**config.mk**
```make
export PLATFORM = sky130hd
export DESIGN_NAME = circq_sum
export DESIGN_NICKNAME = d
export VERILOG_FILES = /design/src/rtl/circq_sum.sv
export SDC_FILE = /design/constraint.sdc
export NUM_CORES = 1
export LEC_CHECK = 0
export BUFFER_PORTS_ARGS = -buffer_cell sky130_fd_sc_hd__buf_2
export CAP_MARGIN = 20
export CELL_PAD_IN_SITES_DETAIL_PLACEMENT = 1
export CELL_PAD_IN_SITES_GLOBAL_PLACEMENT = 2
export CORE_MARGIN = 2
export CORE_UTILIZATION = 43
export CTS_CLUSTER_DIAMETER = 30
export CTS_CLUSTER_SIZE = 16
export DETAILED_ROUTE_END_ITERATION = 12
export PLACE_DENSITY_LB_ADDON = 0.1
export SYNTH_ARGS = -nofsm -noshare
export SYNTH_HDL_FRONTEND = slang
export SYNTH_SLANG_ARGS = --single-unit
```
**constraint.sdc**
```tcl
create_clock -name clk -period 3.4 [get_ports clk]
set_input_delay 0.51 -clock clk [delete_from_list [all_inputs] [get_ports clk]]
set_output_delay 0.51 -clock clk [all_outputs]
set_load 0.01 [all_outputs]
```
**src/rtl/circq_sum.sv**
```systemverilog
module circq_sum #(
  parameter int K = 8,
  parameter int W = 4
) (
  input  logic         clk,
  input  logic         rst_n,
  input  logic         enq_i,
  input  logic         deq_i,
  input  logic         proc_i,
  input  logic [W-1:0] din_i,
  output logic [W-1:0] head_o,
  output logic         full_o,
  output logic         empty_o,
  output logic         err_o
);
  localparam int AW = $clog2(K);
  localparam int CW = AW + 1;

  logic [W-1:0]  mem [K];
  logic [AW-1:0] head, tail, head_nx;
  logic [CW-1:0] cnt;
  logic [W-1:0]  rd_a, rd_b;
  logic          do_proc, do_deq, do_enq, bad;
  logic          we;
  logic [W-1:0]  wd;

  assign head_nx = head + AW'(1);
  assign rd_a    = mem[head];
  assign rd_b    = mem[head_nx];

  assign empty_o = (cnt == '0);
  assign full_o  = (cnt == CW'(K));
  assign head_o  = empty_o ? '0 : rd_a;

  assign do_proc = proc_i && (cnt >= CW'(2));
  assign do_deq  = !proc_i && deq_i && !empty_o;
  assign do_enq  = !proc_i && !deq_i && enq_i && !full_o;
  assign bad     = !proc_i && ((deq_i && empty_o) || (!deq_i && enq_i && full_o));

  assign we = do_proc || do_enq;
  assign wd = do_proc ? W'(rd_a + rd_b) : din_i;

  always_ff @(posedge clk)
    if (we) mem[tail] <= wd;

  always_ff @(posedge clk) begin
    if (!rst_n) begin
      head  <= '0;
      tail  <= '0;
      cnt   <= '0;
      err_o <= 1'b0;
    end else begin
      err_o <= bad;
      if (do_proc) begin
        head <= head + AW'(2);
        tail <= tail + AW'(1);
        cnt  <= cnt - CW'(1);
      end else if (do_deq) begin
        head <= head_nx;
        cnt  <= cnt - CW'(1);
      end else if (do_enq) begin
        tail <= tail + AW'(1);
        cnt  <= cnt + CW'(1);
      end
    end
  end
endmodule

```
== Word level (Yosys, flattened, before mapping) ==
Memories as Yosys holds them, arrays and structs flattened. A register that Yosys moved wholly into a read port is not among the register bits.
Cells that the tools add are included.

* Add/sub/neg operators: 6
* $lt $le $gt $ge: 1
* Equal/unequal tests: 2
* Mux-type cells: 14
* Reductions and logical operators: 21

{| class="wikitable"
|+ Operators with widths
! kind !! number
|-
| 3-bit 2-to-1 mux || 7
|-
| 4-bit 2-to-1 mux || 5
|-
| 1-bit logical AND || 10
|-
| 3-bit by 1-bit adder with 3-bit output (second input constant) || 2
|-
| 4-bit by 1-bit adder with 4-bit output (second input constant) || 1
|-
| 4-bit adder || 1
|-
| 4-bit == test (second input constant) || 1
|-
| 4-bit by 2-bit >= comparator with 1-bit output (second input constant) || 1
|-
| 1-bit zero test || 4
|-
| 4-bit zero test || 1
|-
| 2-bit nonzero test || 2
|-
| 4-bit by 1-bit subtractor with 4-bit output (second input constant) || 1
|-
| 3-bit by 2-bit adder with 3-bit output (second input constant) || 1
|-
| 3-bit nonzero test || 1
|-
| 1-bit logical OR || 2
|-
| 1-bit 2-to-1 mux || 2
|-
| 2-bit inequality test (second input constant) || 1
|-
| 2-bit AND reduction || 1
|}

* Flip-flop bits (word level): 11
* RAM bits: 32
* Bits of input ports: 9
* Output and inout bits: 7
* Memories kept: 1

{| class="wikitable"
|+ Memory list
! memory !! depth !! width !! read ports !! clocked after Yosys merged registers in !! write ports !! RTL line !! RTL
|-
| mem || 8 || 4 || 2 || 1 || 1 || 19 || <nowiki>logic [W-1:0] mem [K];</nowiki>
|}

== Longest topological paths before layout ==
* Depth in word-level cells: 7
* Mapped depth: 11
* Depth with buffers taken out: 10

== Worst setup path before layout ==
No wires, ideal clock.

* Path kind: reg2reg
* From: register head[1]
* To: memory mem[0][3], data pin
* Arrival: 2797 ps
* Required time: 3135 ps
* Path slack: 338 ps
* Stages on the path, launching flop included: 12
* Path buffers: 1
* Path through: dfxtp_1 -> ha_1 -> buf_2 -> mux4_2 -> mux2i_1 -> inv_1 -> ha_1 -> a21o_1 -> a21oi_1 -> xnor2_1 -> xnor2_1 -> o21ai_0

* Longest elaborated chain between the ends: 4

{| class="wikitable"
|+ Ends and longest elaborated chain
! item !! RTL line !! RTL
|-
| start: declaration || 20 || <nowiki>logic [AW-1:0] head, tail, head_nx;</nowiki>
|-
| start signal: assignment || 55 || <nowiki>head <= head + AW'(2);</nowiki>
|-
| start signal: assignment || 59 || <nowiki>head <= head_nx;</nowiki>
|-
| 3-bit by 1-bit adder with 3-bit output || 27 || <nowiki>assign head_nx = head + AW'(1);</nowiki>
|-
| memory read 8 x 4 bit || -- ||
|-
| 4-bit adder || 41 || <nowiki>assign wd = do_proc ? W'(rd_a + rd_b) : din_i;</nowiki>
|-
| 4-bit 2-to-1 mux || 41 ||
|-
| via wd[3] || 25 || <nowiki>logic [W-1:0] wd;</nowiki>
|-
| end: declaration || 19 ||
|}

The timed path passes the listed nets, and every way through them passes these cells.

== Worst setup path after layout ==
* From: register head[1]
* To: memory mem[6][3], data pin

The elaborated chain is that of the path after synthesis.

==> flow_metrics.py <==
metrics = {
    "outcome": {
        "status": "complete, no violations",
    },
    "critical_path": {
        "start_kind": "register",
        "path_delay_family": "multiplexers",
        "path_class": "reg -> reg",
        "required_ns": 3.47,
        "cp_num_cells": 11,
        "timing.rr.end": "mem[6][3]",
        "arrival_ns": 3.13,
        "r2r_slack_ns": 0.34,
        "max_stage_delay_ns": 0.49,
        "critPathLaunch": "head[1]",
        "path_cells": "ha_1, buf_12, mux4_2, mux2i_1, inv_1, ha_1, a21o_1, a21oi_1, xnor2_1, xnor2_1, o21ai_2",
        "reg2regPathDepth": 11,
        "slowest_stage": "mux4_2",
        "end_kind": "register",
        "crit_fanout": 9,
        "r2r_start": "head[1]",
        "path_buf_inv": 2,
        "critPathCapture": "mem[6][3]",
    },
    "timing": {
        "period_share_pct": 89.92,
        "setup_viol": 0,
        "fmax_mhz": 327.1,
        "rsz0062_at_grt": "no",
        "finalHoldViolCount": 0,
        "slew_viol_final": 0,
        "finClkSkew_ns": 0.006868,
        "post-route-min-period_ns": 3.057,
        "setup_slack_ns": 0.3428,
        "tightest_slew_ns": 0.6782,
        "slew_headroom_pct": 54.48,
    },
    "pwr": {
        "leakage_nw": 0.9624,
        "power_density_nw_per_um2": 953.5,
        "finalPower_mw": 2.564,
        "vdd_drop_max_uv": 465.0,
    },
    "clock_network": {
        "clk_latency_ns": 0.30,
        "h-tree-depth": 2,
        "cts_made_buffers": 5,
        "clock_path_buffers": 2,
        "cts_resized": 1,
        "post_cts_buffers": 0,
        "cts_hold_buf": 0,
        "cts-root-buf": "clkbuf_8",
        "cts_tree": "built",
        "clock-sinks": 46,
        "clk_pin_slew_ns": 0.09,
    },
    "synthesis": {
        "synthSimpleGateAreaFrac_pct": 11.16,
        "synth_top_family_by_area": "multiplexers",
        "synth_cells": 168,
        "synthAdderAreaFrac_pct": 5.005,
        "synth-xor-area-share_pct": 4.015,
        "synth.cell_area_um2": 2400,
        "synth_nets": 186,
        "syn_avg_cell_area_um2": 14.28,
        "synth_seq_area_share_pct": 51.72,
        "synthMuxAreaShare_pct": 19.81,
        "yosys_register_bits": 46,
        "synth_compound_area_share_pct": 5.839,
        "yosysUniqueCellTypes": 39,
        "yosysWarningCount": 0,
    },
    "finish": {
        "instances_no_fill": 263,
        "n_fill_cell": 568,
        "nNetsFinal": 208,
        "areaGrowthSynthToFinish_pct": 12.04,
        "insertedDiodeCount": 0,
        "drive_above_1_share_pct": 30.37,
    },
    "floorplan": {
        "io_pins": 16,
        "core.rowCount": 27,
        "start_util_pct": 44.12,
        "core_um2": 5439,
        "fp.dieW_um": 78.71,
        "fp.dieArea_um2": 6194,
        "die_h_um": 78.71,
    },
    "hold_path": {
        "hp-class": "in -> reg",
    },
    "placement": {
        "globalplace.congestion": 0.7580,
        "dp_hpwl_um": 3965,
        "place_inst": 255,
        "dp_slack_ns": -0.1324,
        "port_buffers": 15,
    },
    "route": {
        "wl_per_cell_um": 19.10,
        "firstDrtPassIters": 4,
        "drt_iter0_markers": 116,
        "route.vias.total": 1453,
        "ant_nets": 0,
        "routed_via_density": 5.525,
        "routed_wl_um": 5022,
        "drc": 0,
    },
    "global_route": {
        "grt_max_degree": 18,
        "grt_first_pass_wirelength_um": 8135,
        "antenna_found_initial": 0,
        "grt_use_total_pct": 18.11,
        "grt_pass1_vias": 1494,
        "overflow": 0,
    },
    "run": {
        "maxCapViolations": 0,
    },
}
==> worst register-to-register path, delay by kind of cell, from the launching register on <==
| kind | cells | cell delay (ns) |
|---|---|---|
| compound gates | 3 | 0.70 |
| xor+xnor | 2 | 0.27 |
| fa+ha+maj | 2 | 0.58 |
| buf+inv | 2 | 0.22 |
| flops | 1 | 0.35 |
| mux | 2 | 0.72 |
==> sequential cells by signal (all words and copies together) (netlist names), named ones only <==
name and flops:
cnt 4, err_o 1, head 3, mem 32, tail 3
==> power by group <==
group / internal, mW / total [mW] / leakage (nW) / switching [mW]
combinational: 0.641 / 1.29 / 0.508 / 0.647
sequential: 0.792 / 0.922 / 0.405 / 0.130
clock: 0.153 / 0.354 / 0.0495 / 0.201
total: 1.59 / 2.56 / 0.962 / 0.978
==> metrics by stage <==
stage	setup TNS, ns	hold WS [ns]	instance area [um^2]	util (%)
after floorplan	0	0.5465	2400	-
final	0	0.4932	2689	49.44
after global routing	0	0.5007	2689	49.44
after global placement	0	0.5807	2590	47.62
after CTS	0	0.4780	2685	49.37
after detailed placement	-1.058	0.6039	2590	47.62
==> how the worst min path moves through the flow <==
stage          depth (start not counted)  startpoint      end  slack (ns)
4_1_cts                                3       enq_i    err_o        0.48
2_1_floorplan                          2      cnt[1]   cnt[1]        0.55
3_3_place_gp                           2      cnt[1]   cnt[1]        0.58
6_report                               3       enq_i    err_o        0.49
3_5_place_dp                           2     tail[2]  tail[2]        0.60
5_1_grt                                3       enq_i    err_o        0.50
==> cell usage in the layout (no fill, tap or decap), types with 2 or more instances in the layout <==
cell type,instances
a21oi_1,5
a22oi_1,2
and2_1,7
buf_2,15
buf_4,6
clkbuf_8,5
dfxtp_1,14
edfxtp_1,32
ha_1,8
inv_1,5
inv_6,3
mux2_2,4
mux2i_1,7
mux4_2,16
nand2_1,8
nand2b_1,4
nor2_1,10
nor2b_1,4
nor3_1,3
o21ai_1,3
o21ai_2,2
xnor2_1,8
xor2_1,3
==> logic make-up (layout without fill, tap and decap cells) <==
kind of cell / count (synthesis) / count (layout)
adders and majority gates: 9 / 9
buffers and inverters: 12 / 35
AOI/OAI and AO/OA: 18 / 18
and+or+nand+nor: 45 / 45
xor gates and xnor gates: 11 / 11
muxes: 27 / 27
DFF: 46 / 46
==> final cells by class <==
type,count,area [um^2],share of cell area [%]
clock buffers,5,68.82,2.559
clock inverters,3,26.28,0.9772
flip-flops and latches,46,1241,46.16
multi-input cells,110,1104,41.04
well taps,72,90.09,3.350
inverters,5,18.77,0.6980
repair buffers,22,140.1,5.212
==> layer usage <==
metal	share of wire [%]	up-vias	GRT usage, %
li1	-	678	-
met1	49	738	25.36
met2	46	32	27.95
met3	3.9	5	3.409
met4	1.6	0	7.368
met5	0	-	0
==> Yosys cell counts, drive strengths merged <==
master / count / share of area, %
edfxtp: 32 / 40
mux4: 16 / 15
dfxtp: 14 / 12
nor2: 11 / 1.8
ha: 8 / 4.2
nand2: 8 / 1.3
xnor2: 8 / 2.9
and2: 7 / 1.8
mux2i: 7 / 2.9
o21ai: 6 / 1.4
a21oi: 5 / 1.0
inv: 5 / 0.78
buf: 4 / 1.2
mux2: 4 / 1.9
nand2b: 4 / 1.0
nor2b: 4 / 1.0
nor3: 4 / 1.0
a22oi: 3 / 1.1
clkbuf: 3 / 0.47
xor2: 3 / 1.1
a21o: 1 / 0.31
and3b: 1 / 0.37
fa: 1 / 0.83
nand3: 1 / 0.21
nand3b: 1 / 0.31
nand4bb: 1 / 0.47
nor3b: 1 / 0.52
nor4b: 1 / 0.99
o211ai: 1 / 0.31
o41a: 1 / 0.47
o41ai: 1 / 1.1
or2: 1 / 0.26
(Power assumes the default switching activity.)
